==> config.mk <==
export PLATFORM = sky130hd
export DESIGN_NAME = video_timing_gen
export DESIGN_NICKNAME = d
export VERILOG_FILES = /design/src/rtl/vtg_pkg.sv /design/src/rtl/vtg_cfg_regs.sv /design/src/rtl/vtg_counters.sv /design/src/rtl/vtg_out_stage.sv /design/src/rtl/video_timing_gen.sv
export SDC_FILE = /design/constraint.sdc
export NUM_CORES = 1
export LEC_CHECK = 0
export BUFFER_PORTS_ARGS = -buffer_cell sky130_fd_sc_hd__buf_2
export CORE_MARGIN = 8
export CORE_UTILIZATION = 30
export CTS_CLUSTER_DIAMETER = 40
export DETAILED_ROUTE_END_ITERATION = 8
export MAX_ROUTING_LAYER = met4
export SETUP_SLACK_MARGIN = 0.05
export SKIP_CTS_REPAIR_TIMING = 1
export SLEW_MARGIN = 10
export SYNTH_ARGS = -nofsm -noshare
export SYNTH_HDL_FRONTEND = slang
export SYNTH_SLANG_ARGS = --single-unit
==> constraint.sdc <==
create_clock -name clk -period 4.35 [get_ports clk]
set_clock_uncertainty 0.1 [all_clocks]
set_input_delay 0.2175 -clock clk [delete_from_list [all_inputs] [get_ports clk]]
set_output_delay 0.2175 -clock clk [all_outputs]
set_load 0.005 [all_outputs]
==> src/rtl/vtg_pkg.sv <==
package vtg_pkg;
  localparam int CNT_W = 32;
  localparam int POS_W = 16;

  typedef enum logic [3:0] {
    A_HCTL   = 4'd0,
    A_FRAME  = 4'd1,
    A_VSW    = 4'd2,
    A_HWIN   = 4'd3,
    A_VSTART = 4'd4,
    A_VEND   = 4'd5,
    A_FCFG   = 4'd6,
    A_FPOS   = 4'd7,
    A_FILL   = 4'd8,
    A_STAT   = 4'd9
  } reg_addr_e;

  typedef struct packed {
    logic [POS_W-1:0] line_per;
    logic [POS_W-1:0] hs_w;
    logic [CNT_W-1:0] frame_len;
    logic [CNT_W-1:0] vs_w;
    logic [POS_W-1:0] h_end;
    logic [POS_W-1:0] h_start;
    logic [CNT_W-1:0] v_start;
    logic [CNT_W-1:0] v_end;
    logic             fetch_en;
    logic [CNT_W-1:0] fetch_pos;
  } timing_cfg_t;
endpackage

==> src/rtl/vtg_cfg_regs.sv <==
module vtg_cfg_regs
  import vtg_pkg::*;
#(
  parameter int                PIX_W = 24,
  parameter timing_cfg_t       RST_CFG = '0
) (
  input  logic               clk,
  input  logic               rst,
  input  logic               we,
  input  logic [3:0]         addr,
  input  logic [CNT_W-1:0]   wdata,
  input  logic               wrap_i,
  input  logic               underrun_i,
  output timing_cfg_t        act_cfg,
  output logic [PIX_W-1:0]   act_fill,
  output logic               sticky_o
);
  timing_cfg_t      sh_cfg;
  logic [PIX_W-1:0] sh_fill;
  logic             clr_req;

  assign clr_req = we && (addr == A_STAT) && wdata[0];

  // shadow copy, loaded by the write port
  always_ff @(posedge clk) begin
    if (rst) begin
      sh_cfg  <= RST_CFG;
      sh_fill <= '0;
    end else if (we) begin
      case (addr)
        A_HCTL:   {sh_cfg.line_per, sh_cfg.hs_w} <= wdata;
        A_FRAME:  sh_cfg.frame_len <= wdata;
        A_VSW:    sh_cfg.vs_w <= wdata;
        A_HWIN:   {sh_cfg.h_end, sh_cfg.h_start} <= wdata;
        A_VSTART: sh_cfg.v_start <= wdata;
        A_VEND:   sh_cfg.v_end <= wdata;
        A_FCFG:   sh_cfg.fetch_en <= wdata[CNT_W-1];
        A_FPOS:   sh_cfg.fetch_pos <= wdata;
        A_FILL:   sh_fill <= wdata[PIX_W-1:0];
        default:  ;
      endcase
    end
  end

  // working copy, moves only on the frame wrap
  always_ff @(posedge clk) begin
    if (rst) begin
      act_cfg  <= RST_CFG;
      act_fill <= '0;
    end else if (wrap_i) begin
      act_cfg  <= sh_cfg;
      act_fill <= sh_fill;
    end
  end

  always_ff @(posedge clk) begin
    if (rst)             sticky_o <= 1'b0;
    else if (underrun_i) sticky_o <= 1'b1;
    else if (clr_req)    sticky_o <= 1'b0;
  end

  // the flag only drops through a clearing write
  p_sticky_hold_r8: assert property (@(posedge clk) disable iff (rst)
    (sticky_o && !clr_req) |=> sticky_o);

  // an underrun always leaves the flag set
  p_sticky_set_r8: assert property (@(posedge clk) disable iff (rst)
    underrun_i |=> sticky_o);

  // without a wrap the working settings hold
  p_hold_no_wrap_r9: assert property (@(posedge clk) disable iff (rst)
    !wrap_i |=> $stable(act_cfg));
endmodule

==> src/rtl/vtg_counters.sv <==
module vtg_counters
  import vtg_pkg::*;
(
  input  logic             clk,
  input  logic             rst,
  input  logic [POS_W-1:0] line_per,
  input  logic [CNT_W-1:0] frame_len,
  output logic [CNT_W-1:0] fcnt,
  output logic [POS_W-1:0] hpos,
  output logic             wrap_o
);
  logic line_end;

  assign wrap_o   = (fcnt == frame_len - CNT_W'(1));
  assign line_end = (hpos == line_per - POS_W'(1));

  always_ff @(posedge clk) begin
    if (rst) begin
      fcnt <= '0;
      hpos <= '0;
    end else if (wrap_o) begin
      fcnt <= '0;
      hpos <= '0;
    end else begin
      fcnt <= fcnt + CNT_W'(1);
      hpos <= line_end ? '0 : hpos + POS_W'(1);
    end
  end

  // both counters restart together
  p_wrap_together_r2: assert property (@(posedge clk) disable iff (rst)
    wrap_o |=> (fcnt == '0 && hpos == '0));

  // ordinary step of the frame counter
  p_frame_step_r2: assert property (@(posedge clk) disable iff (rst)
    !wrap_o |=> fcnt == $past(fcnt) + CNT_W'(1));
endmodule

==> src/rtl/vtg_out_stage.sv <==
module vtg_out_stage
  import vtg_pkg::*;
#(
  parameter int PIX_W = 24
) (
  input  logic             clk,
  input  logic             rst,
  input  logic [CNT_W-1:0] fcnt,
  input  logic [POS_W-1:0] hpos,
  input  logic [POS_W-1:0] hs_w,
  input  logic [CNT_W-1:0] vs_w,
  input  logic [POS_W-1:0] h_start,
  input  logic [POS_W-1:0] h_end,
  input  logic [CNT_W-1:0] v_start,
  input  logic [CNT_W-1:0] v_end,
  input  logic             fetch_en,
  input  logic [CNT_W-1:0] fetch_pos,
  input  logic [PIX_W-1:0] fill,
  input  logic             pix_valid_i,
  input  logic [PIX_W-1:0] pix_data_i,
  output logic             underrun_o,
  output logic             hsync_o,
  output logic             vsync_o,
  output logic             de_o,
  output logic             fetch_o,
  output logic [PIX_W-1:0] pixel_o
);
  logic in_h, in_v, de_n;

  assign in_h       = (hpos >= h_start) && (hpos <= h_end);
  assign in_v       = (fcnt >= v_start) && (fcnt <= v_end);
  assign de_n       = in_h && in_v;
  assign underrun_o = de_n && !pix_valid_i;

  always_ff @(posedge clk) begin
    if (rst) begin
      hsync_o <= 1'b0;
      vsync_o <= 1'b0;
      de_o    <= 1'b0;
      fetch_o <= 1'b0;
      pixel_o <= '0;
    end else begin
      hsync_o <= (hpos < hs_w);
      vsync_o <= (fcnt < vs_w);
      de_o    <= de_n;
      fetch_o <= fetch_en && (fcnt == fetch_pos);
      if (!de_n)            pixel_o <= '0;
      else if (pix_valid_i) pixel_o <= pix_data_i;
      else                  pixel_o <= fill;
    end
  end

  // blanking carries a zero pixel
  p_blank_zero_r7: assert property (@(posedge clk) disable iff (rst)
    !de_o |-> pixel_o == '0);

  // data-enable follows a position inside both windows
  p_de_window_r5: assert property (@(posedge clk) disable iff (rst)
    (hpos < h_start || fcnt > v_end) |=> !de_o);

  // no fetch trigger while disabled
  p_fetch_gated_r6: assert property (@(posedge clk) disable iff (rst)
    !fetch_en |=> !fetch_o);
endmodule

==> src/rtl/video_timing_gen.sv <==
module video_timing_gen
  import vtg_pkg::*;
#(
  parameter int PIX_W         = 24,
  parameter int RST_LINE_PER  = 10,
  parameter int RST_HS_W      = 2,
  parameter int RST_FRAME_LEN = 60,
  parameter int RST_VS_W      = 10,
  parameter int RST_H_START   = 3,
  parameter int RST_H_END     = 8,
  parameter int RST_V_START   = 20,
  parameter int RST_V_END     = 49
) (
  input  logic             clk,
  input  logic             rst,
  input  logic             cfg_we,
  input  logic [3:0]       cfg_addr,
  input  logic [31:0]      cfg_wdata,
  input  logic             pix_valid_i,
  input  logic [PIX_W-1:0] pix_data_i,
  output logic             hsync_o,
  output logic             vsync_o,
  output logic             de_o,
  output logic             fetch_start_o,
  output logic [PIX_W-1:0] pixel_o,
  output logic             underflow_o
);
  localparam timing_cfg_t RST_CFG = '{
    line_per:  POS_W'(RST_LINE_PER),
    hs_w:      POS_W'(RST_HS_W),
    frame_len: CNT_W'(RST_FRAME_LEN),
    vs_w:      CNT_W'(RST_VS_W),
    h_end:     POS_W'(RST_H_END),
    h_start:   POS_W'(RST_H_START),
    v_start:   CNT_W'(RST_V_START),
    v_end:     CNT_W'(RST_V_END),
    fetch_en:  1'b0,
    fetch_pos: '0
  };

  timing_cfg_t      act_cfg;
  logic [PIX_W-1:0] act_fill;
  logic [CNT_W-1:0] fcnt;
  logic [POS_W-1:0] hpos;
  logic             wrap, underrun;

  vtg_cfg_regs #(.PIX_W(PIX_W), .RST_CFG(RST_CFG)) u_regs (
    .clk(clk), .rst(rst), .we(cfg_we), .addr(cfg_addr), .wdata(cfg_wdata),
    .wrap_i(wrap), .underrun_i(underrun),
    .act_cfg(act_cfg), .act_fill(act_fill), .sticky_o(underflow_o)
  );

  vtg_counters u_cnt (
    .clk(clk), .rst(rst), .line_per(act_cfg.line_per),
    .frame_len(act_cfg.frame_len), .fcnt(fcnt), .hpos(hpos), .wrap_o(wrap)
  );

  vtg_out_stage #(.PIX_W(PIX_W)) u_out (
    .clk(clk), .rst(rst), .fcnt(fcnt), .hpos(hpos),
    .hs_w(act_cfg.hs_w), .vs_w(act_cfg.vs_w),
    .h_start(act_cfg.h_start), .h_end(act_cfg.h_end),
    .v_start(act_cfg.v_start), .v_end(act_cfg.v_end),
    .fetch_en(act_cfg.fetch_en), .fetch_pos(act_cfg.fetch_pos),
    .fill(act_fill), .pix_valid_i(pix_valid_i), .pix_data_i(pix_data_i),
    .underrun_o(underrun), .hsync_o(hsync_o), .vsync_o(vsync_o),
    .de_o(de_o), .fetch_o(fetch_start_o), .pixel_o(pixel_o)
  );

  // settings change only in the clock the counters restart
  p_cfg_at_wrap_r9: assert property (@(posedge clk) disable iff (rst)
    (fcnt != '0) |-> $stable(act_cfg));

  // line position stays below a nonzero line period
  p_hpos_bound_r2: assert property (@(posedge clk) disable iff (rst)
    (act_cfg.line_per != '0) |-> hpos < act_cfg.line_per);
endmodule

==> results_dict.tcl, run 1 <==
set metrics [dict create \
    clk_path_buf_depth 3 \
    fillCellCount 9114 \
    crit_required_ns 4.74 \
    crit_arrival_ns 4.22 \
    fmax_mhz 261 \
    synthesis.nets 3601 \
    synth_top_family_by_area "simple AND/OR/NAND/NOR gates" \
    r2r_slack_ns 0.52 \
    timing.rr.end "u_cnt.fcnt[23]" \
    max_stage_delay_ns 0.80 \
    cts_tree "yes" \
    root_buffer "clkbuf_16" \
    grt_pass1_vias 22400 \
    hold_path.startpoint "cfg_addr[2]" \
    grt_pass1_wl_mm 134 \
    hpwl_mm 54.8 \
    die_y_um 315 \
    ys_ff_latch 575 \
    p_int_mw 9.49 \
    vdd.ir_drop.worst_mv 0.314 \
    period_minus_slack_ns 3.83 \
    crit_chain "inv_1 > ha_1 > nor4b_1 > and4_1 > nand3_1 > nor3_1 > nor2_1 > or4_4 > o21ai_4 > buf_4 > nor2_1" \
    route.detailed.drc 0 \
    ys_top_cells_by_area "dfxtp_1 (43%), a21oi_1 (9.4%), nand2_1 (7.5%), ha_1 (6.8%), nand3_1 (5.8%)" \
    crit_top_cell "nor2_1" \
    crit_buf_inv 2 \
    drv_slew 0 \
    async_reset_ff_share_pct 0 \
    ys_warn_count 0 \
    criticalPathCategory "reg -> reg" \
    seq_power_share_pct 42.5 \
    wirelength_mm 88.2 \
    maxCapViolations 0 \
    switching_share_pct 24.3 \
    wl_per_cell_um 19.0 \
    post_route_cells_drive_above_1_share_pct 9.58 \
    p_per_area_mw_per_mm2 397 \
    comb_power_share_pct 3.6 \
    finalPower_mw 12.5 \
    crit_path_max_fanout 32 \
    start_util_pct 30.4 \
    post-place-ws_ns 0.551 \
    synth_area_mm2 0.0269 \
    grt_start_max_net_pins 196 \
    cp_top_family "simple AND/OR/NAND/NOR gates" \
    synth_edf_count 0 \
    synth-simple-area-share_pct 20.1 \
    leakage_nw 11.4 \
    tns_ns 0 \
    setup.worst_path.start_class "flip-flop" \
    min_to "u_regs.sh_cfg[32]" \
    drtAntennaViolNets 0 \
    synthMuxAreaShare_pct 1.05 \
    die_area_mm2 0.0994 \
    clock_sinks 575 \
    reg2reg_depth 11 \
    relSlewSlack_pct 30.1 \
    dr.pass1.iters 5 \
    hold_class "in -> reg" \
    ys_types 67 \
    final_cell_mix "dfxtp_1 (575), nand2_1 (535), a21oi_1 (502)" \
    overflow 0 \
    synthAdderAreaFrac_pct 6.80 \
    placed_area_mm2 0.0283 \
    htreeDepth 3 \
    critPathSlowestCell "or4_4" \
    final_common_cell "dfxtp_1" \
    period_share_pct 88.1 \
    antenna_found_initial 1 \
    fin_area_mm2 0.0316 \
    rows 109 \
    area_delta_synth_final_pct 17.6 \
    p_sw_mw 3.05 \
    portBuffers 92 \
    die_x_um 315 \
    finalSetupViolations 0 \
    tightest_slew_ns 1.05 \
    syn_inst 3391 \
    fin_nets 3611 \
    via_per_inst 5.20 \
    yosys.area.top_type "dfxtp_1" \
    core_mm2 0.0885 \
    synth_xor_area_share_pct 4.24 \
    setup_slack_ns 0.518 \
    clockPowerShare_pct 53.9 \
    numCtsBuffers 77 \
    failed_checks "negative hold slack" \
    syn_avg_cell_area_um2 7.92 \
    endpoint_kind "flip-flop" \
    hold_depth 4 \
    drt_iter0_drc 2240 \
    vias 24100 \
    place_congestion 0.880 \
    synth-compound-area-share_pct 17.9 \
    pin_count 93 \
    ys_seq_area_share_pct 42.8 \
    netlist.area_leader.share_pct 42.8 \
    gr-usage-all-layers_pct 17.6 \
    hold_violations 1 \
    insertion_delay_ns 0.63 \
    status "complete, but fails checks" \
    clk_pin_slew_worst_paths_ns 0.06 \
    synthFlopType "dfxtp_1" \
    r2r_start "u_regs.act_cfg[161]" \
    rsz0062_at_grt "no" \
    timing.hold.ws_ns -0.00552 \
]
==> worst max path at each step <==
stage	from	endpoint	slack, ns	depth (start not counted)
floorplan	u_regs.act_cfg[165]	u_regs.act_cfg[177]	1.21	13
global placement	u_regs.act_cfg[58]	u_out.pixel_o[14]	0.63	10
detailed placement	u_regs.act_cfg[58]	u_out.pixel_o[10]	0.55	10
CTS	u_regs.act_cfg[58]	u_out.pixel_o[22]	0.55	10
global route	u_regs.act_cfg[161]	u_cnt.fcnt[26]	0.32	11
finish	u_regs.act_cfg[161]	u_cnt.fcnt[23]	0.52	11
==> stage by stage <==
step / util [%] / std cells
after floorplan: - / 3391
after global placement: 31.9 / 4431
after detailed placement: 31.9 / 4431
after CTS: 35.1 / 4574
after global routing: 35.7 / 4631
final: 35.7 / 4631
==> routing by layer <==
layer  global-route usage [%]  vias up  routed length [µm]
met5                        -        -                   0
met4                     6.85        0                3290
met3                     2.46      171                6260
met2                     26.2      801               38300
met1                     23.9    11400               40300
li1                         -    11700                   -
==> registers in the layout, summed over array words and instances, names as in the netlist <==
signal	count
u_regs.act_cfg	225
u_regs.sh_cfg	225
u_cnt.fcnt	32
u_out.pixel_o	24
u_regs.act_fill	24
u_regs.sh_fill	24
u_cnt.hpos	16
u_out.de_o	1
u_out.fetch_o	1
u_out.hsync_o	1
u_out.vsync_o	1
u_regs.sticky_o	1
==> area by class of cell <==
class | instances | area (µm²) | share of cell area, %
multi-input combinational | 2366 | 13500 | 42.7
sequential | 575 | 11500 | 36.4
clock buffer | 84 | 2000 | 6.34
timing repair buffer | 219 | 1750 | 5.54
tap | 1165 | 1460 | 4.61
clock inverter | 59 | 771 | 2.44
inverter | 162 | 608 | 1.92
antenna | 1 | 2.50 | 0.00792
==> power by group through the flow <==
stage          clock network [mW]  registers (mW)  logic [mW]
2_1_floorplan                   0            5.44       0.220
3_3_place_gp                    0            5.45       0.402
3_5_place_dp                    0            5.45       0.404
4_1_cts                      6.85            5.33       0.405
5_1_grt                      7.07            5.33       0.475
6_report                     6.75            5.33       0.450
==> worst min-delay path, stage by stage <==
cell and delay (ns):
buf_2 0.14, nor3b_1 0.15, mux2i_1 0.11, nor2_1 0.07
==> cells by family after synthesis <==
group,after synthesis
compound gates,890
mux,28
simple gates,1172
xor+xnor,130
buf+inv,450
flops,575
fa+ha+maj,146
==> Yosys cell counts (6+ instances only) <==
master / instances
buf_1: 7
nor2b_1: 9
buf_6: 12
mux2i_1: 27
nor4_1: 24
a21oi_1: 502
nor3b_1: 8
nor2_1: 109
o211ai_1: 23
nand2_1: 537
a211oi_1: 8
nand3_1: 309
nand2b_1: 12
xor2_1: 50
or3_1: 9
a21o_1: 44
inv_1: 161
clkbuf_2: 21
o21ai_1: 145
nor3_1: 42
ha_1: 146
clkbuf_1: 175
nand4_1: 49
dfxtp_1: 575
nand3b_1: 6
and3_1: 12
buf_2: 68
xnor2_1: 80
o21ai_0: 124
and2_1: 6
or4_1: 13
Power figures use the tool's default switching activity.
==> run 2: changes to the inputs <==
--- a/config.mk
+++ b/config.mk
@@ -11,6 +11,7 @@
 export CTS_CLUSTER_DIAMETER = 40
 export DETAILED_ROUTE_END_ITERATION = 8
 export MAX_ROUTING_LAYER = met4
+export REMOVE_ABC_BUFFERS = 1
 export SETUP_SLACK_MARGIN = 0.05
 export SKIP_CTS_REPAIR_TIMING = 1
 export SLEW_MARGIN = 10
==> run 2 against run 1 <==
The run still ends with negative hold slack left; largest cell class unchanged; largest power group unchanged; maximum frequency decreased by 2.4%; cell count up 0.89%; setup slack got worse by 0.096 ns; non-clock buffer count is the same.
==> results_dict.tcl, run 2 (same netlist as run 1, synthesis figures left out) <==
set metrics [dict create \
    status "complete, but fails checks" \
    failed_checks "negative hold slack" \
    area_delta_synth_final_pct 19.8 \
    finalPower_mw 13.5 \
    crit_required_ns 4.79 \
    grt_pass1_vias 22500 \
    clk_pin_slew_worst_paths_ns 0.05 \
    wirelength_mm 84.6 \
    criticalPathCategory "reg -> reg" \
    fin_cells 4672 \
    dr.pass1.iters 6 \
    leakage_nw 11.7 \
    max_stage_delay_ns 0.71 \
    grt_pass1_wl_mm 132 \
    tns_ns 0 \
    antenna_found_initial 7 \
    placed_area_mm2 0.0282 \
    post-place-ws_ns 0.459 \
    gr-usage-all-layers_pct 17.0 \
    tightest_slew_ns 1.08 \
    finish.utilization_pct 36.4 \
    grt_start_max_net_pins 206 \
    crit_buf_inv 1 \
    start_util_pct 30.4 \
    p_per_area_mw_per_mm2 419 \
    vdd.ir_drop.worst_mv 0.261 \
    fin_nets 3631 \
    timing.hold.ws_ns -0.0125 \
    rows 109 \
    drtAntennaViolNets 0 \
    numCtsBuffers 97 \
    place_congestion 0.923 \
    clk_path_buf_depth 3 \
    dp.cells 4430 \
    hold_class "in -> reg" \
    rsz0062_at_grt "no" \
    relSlewSlack_pct 28.3 \
    period_share_pct 90.3 \
    root_buffer "clkbuf_16" \
    setup.worst_path.start_class "flip-flop" \
    drt_iter0_drc 2300 \
    maxCapViolations 0 \
    die_y_um 315 \
    period_minus_slack_ns 3.93 \
    crit_arrival_ns 4.37 \
    hpwl_mm 53.3 \
    insertion_delay_ns 0.65 \
    core_mm2 0.0885 \
    crit_top_cell "a21oi_1" \
    die_x_um 315 \
    wl_per_cell_um 18.1 \
    crit_chain "or4_1 > nor4_4 > a21oi_1 > a311o_1 > a31oi_1 > or4_4 > buf_12 > o21ai_0 > a21oi_1" \
    die_area_mm2 0.0994 \
    fin_area_mm2 0.0322 \
    overflow 0 \
    r2r_slack_ns 0.42 \
    clock_sinks 575 \
    endpoint_kind "flip-flop" \
    finalSetupViolations 0 \
    hold_violations 3 \
    portBuffers 92 \
    crit_path_max_fanout 94 \
    reg.largest.list "u_regs.act_cfg: 225 flops, u_regs.sh_cfg: 225 flops, u_cnt.fcnt: 32 flops" \
    route.detailed.drc 0 \
    htreeDepth 3 \
    vias 23900 \
    fmax_mhz 255 \
    setup_slack_ns 0.423 \
    cp_top_family "simple AND/OR/NAND/NOR gates" \
    final_common_cell "dfxtp_1" \
    cts_tree "yes" \
    post_route_cells_drive_above_1_share_pct 10.4 \
    pin_count 93 \
    critPathSlowestCell "or4_1" \
    final_cell_mix "dfxtp_1 (575), nand2_1 (536), a21oi_1 (502)" \
    drv_slew 0 \
    via_per_inst 5.11 \
]
## run 2: area by class of cell
class | instances | area (µm²)
diodes | 5 | 12.5
clock buffers | 114 | 2610
clock inverters | 66 | 744
fillers | 9036 | 56300
inverters | 162 | 608
multi-input cells | 2366 | 13500
flip-flops and latches | 575 | 11500
well taps | 1165 | 1460
repair buffers | 219 | 1740
## run 2: layer usage
| metal | vias up | GRT usage (%) | share of wire [%] |
|---|---|---|---|
| li1 | 11700 | - | - |
| met3 | 134 | 2.99 | 5.6 |
| met2 | 597 | 26.0 | 45 |
| met4 | 0 | 5.87 | 3.1 |
| met5 | - | - | 0 |
| met1 | 11400 | 22.5 | 47 |
## run 2: where the power goes
part	internal, mW	switching, mW
Combinational	0.134	0.275
Clock	4.89	2.85
Sequential	5.31	0.0296
## run 2: path summary, 6_finish.rpt
check / startpoint / end / depth (start not counted)
setup / recovery: u_regs.act_cfg[166] / u_regs.act_cfg[142] / 9
hold / removal: rst / u_regs.sh_cfg[127] / 2
setup reg to reg: u_regs.act_cfg[166] / u_regs.act_cfg[142] / 9
hold reg to reg: u_regs.sh_cfg[135] / u_regs.act_cfg[135] / 2
==> run 3: changes to the inputs <==
--- a/config.mk
+++ b/config.mk
@@ -6,6 +6,7 @@
 export NUM_CORES = 1
 export LEC_CHECK = 0
 export BUFFER_PORTS_ARGS = -buffer_cell sky130_fd_sc_hd__buf_2
+export CORE_ASPECT_RATIO = 1.4
 export CORE_MARGIN = 8
 export CORE_UTILIZATION = 30
 export CTS_CLUSTER_DIAMETER = 40
==> run 3 against run 2 <==
The run now ends clean; non-clock buffer count rose by 13; via count barely moved; first-iteration DRC count fell by 28%; critical path depth rose by 2; critical path type unchanged.
==> results_dict.tcl, run 3 (same netlist as run 1, synthesis figures left out) <==
set metrics [dict create \
    insertion_delay_ns 0.63 \
    numCtsBuffers 74 \
    endpoint_kind "flip-flop" \
    criticalPathCategory "reg -> reg" \
    fin_nets 3621 \
    overflow 0 \
    tns_ns 0 \
    p_per_area_mw_per_mm2 381 \
    setup_slack_ns 0.490 \
    post-place-ws_ns 0.585 \
    clock_sinks 575 \
    clk_pin_slew_worst_paths_ns 0.06 \
    finalPower_mw 12.0 \
    dp.cells 4464 \
    grt_start_max_net_pins 141 \
    hpwl_mm 56.9 \
    area_delta_synth_final_pct 17.1 \
    wl_per_cell_um 18.6 \
    final_common_cell "dfxtp_1" \
    crit_arrival_ns 4.25 \
    start_util_pct 30.1 \
    fin_cells 4657 \
    setup.worst_path.start_class "flip-flop" \
    drv_slew 0 \
    hold_class "in -> reg" \
    drt_iter0_drc 1660 \
    clk_path_buf_depth 3 \
    reg.largest.list "u_regs.act_cfg: 225 flops, u_regs.sh_cfg: 225 flops, u_cnt.fcnt: 32 flops" \
    max_stage_delay_ns 0.78 \
    cp_top_family "simple AND/OR/NAND/NOR gates" \
    place_congestion 0.908 \
    tightest_slew_ns 1.10 \
    via_per_inst 5.12 \
    pin_count 93 \
    portBuffers 92 \
    die_x_um 269 \
    critPathSlowestCell "or4_4" \
    die_y_um 370 \
    leakage_nw 11.4 \
    crit_chain "inv_1 > ha_1 > nor4b_1 > and4_1 > nand3_1 > nor3_1 > nor2_1 > or4_4 > o21ai_4 > buf_4 > nor2_1" \
    cts_tree "yes" \
    htreeDepth 3 \
    crit_path_max_fanout 32 \
    vias 23900 \
    core_mm2 0.0893 \
    root_buffer "clkbuf_16" \
    route.detailed.drc 0 \
    status "completed" \
    crit_top_cell "nor2_1" \
    vdd.ir_drop.worst_mv 0.255 \
    diodes 0 \
    antenna_found_initial 5 \
    period_minus_slack_ns 3.86 \
    grt_pass1_vias 22700 \
    rows 130 \
    wirelength_mm 86.8 \
    fmax_mhz 259 \
    grt_pass1_wl_mm 134 \
    gr-usage-all-layers_pct 17.5 \
    maxCapViolations 0 \
    rsz0062_at_grt "no" \
    finalSetupViolations 0 \
    crit_buf_inv 2 \
    die_area_mm2 0.0995 \
    relSlewSlack_pct 26.6 \
    final_cell_mix "dfxtp_1 (575), nand2_1 (536), a21oi_1 (502)" \
    post_route_cells_drive_above_1_share_pct 9.43 \
    finish.utilization_pct 35.2 \
    period_share_pct 88.7 \
    drtAntennaViolNets 0 \
    hold_violations 0 \
    crit_required_ns 4.74 \
    dr.pass1.iters 5 \
]
==> run 3: path summary, 6_finish.rpt <==
path	depth (start not counted)	from	slack (ns)	endpoint
worst min-delay path	5	cfg_addr[1]	0.02	u_regs.sticky_o
worst max register to register	11	u_regs.act_cfg[161]	0.49	u_cnt.fcnt[9]
worst max-delay path	11	u_regs.act_cfg[161]	0.49	u_cnt.fcnt[9]
worst min register to register	2	u_regs.sh_fill[9]	0.35	u_regs.act_fill[9]
==> run 3: report_power, final <==
group	internal (mW)	switching [mW]	total [mW]
clock	3.67	2.58	6.24
combinational	0.135	0.283	0.418
sequential	5.30	0.0307	5.33
==> run 3: layout make-up <==
| type | instances | area (µm²) |
|---|---|---|
| inverters | 162 | 608 |
| multi-input cells | 2366 | 13500 |
| clock buffers | 87 | 1990 |
| well taps | 1188 | 1490 |
| flip-flops and latches | 575 | 11500 |
| fillers | 9270 | 57800 |
| clock inverters | 47 | 519 |
| repair buffers | 232 | 1860 |
==> run 3: worst min-delay path: stages <==
cell and delay (ns):
buf_2 0.15, nor2b_1 0.11, nand3_1 0.10, nand3_1 0.07
o21ai_0 0.06
==> run 3: per-stage QoR <==
step | hold slack [ns] | instance area, µm²
2_1_floorplan | 0.187 | 25600
3_3_place_gp | 0.342 | 28400
3_5_place_dp | 0.347 | 28400
6_report | 0.0198 | 31500
5_1_grt | 0.0357 | 31500
4_1_cts | -0.309 | 30900
==> run 3: per-layer routing <==
metal,share of wire (%),global-route usage [%]
met1,42,20.5
met2,49,29.2
met3,4.2,2.58
met4,4.9,8.08
met5,0,-
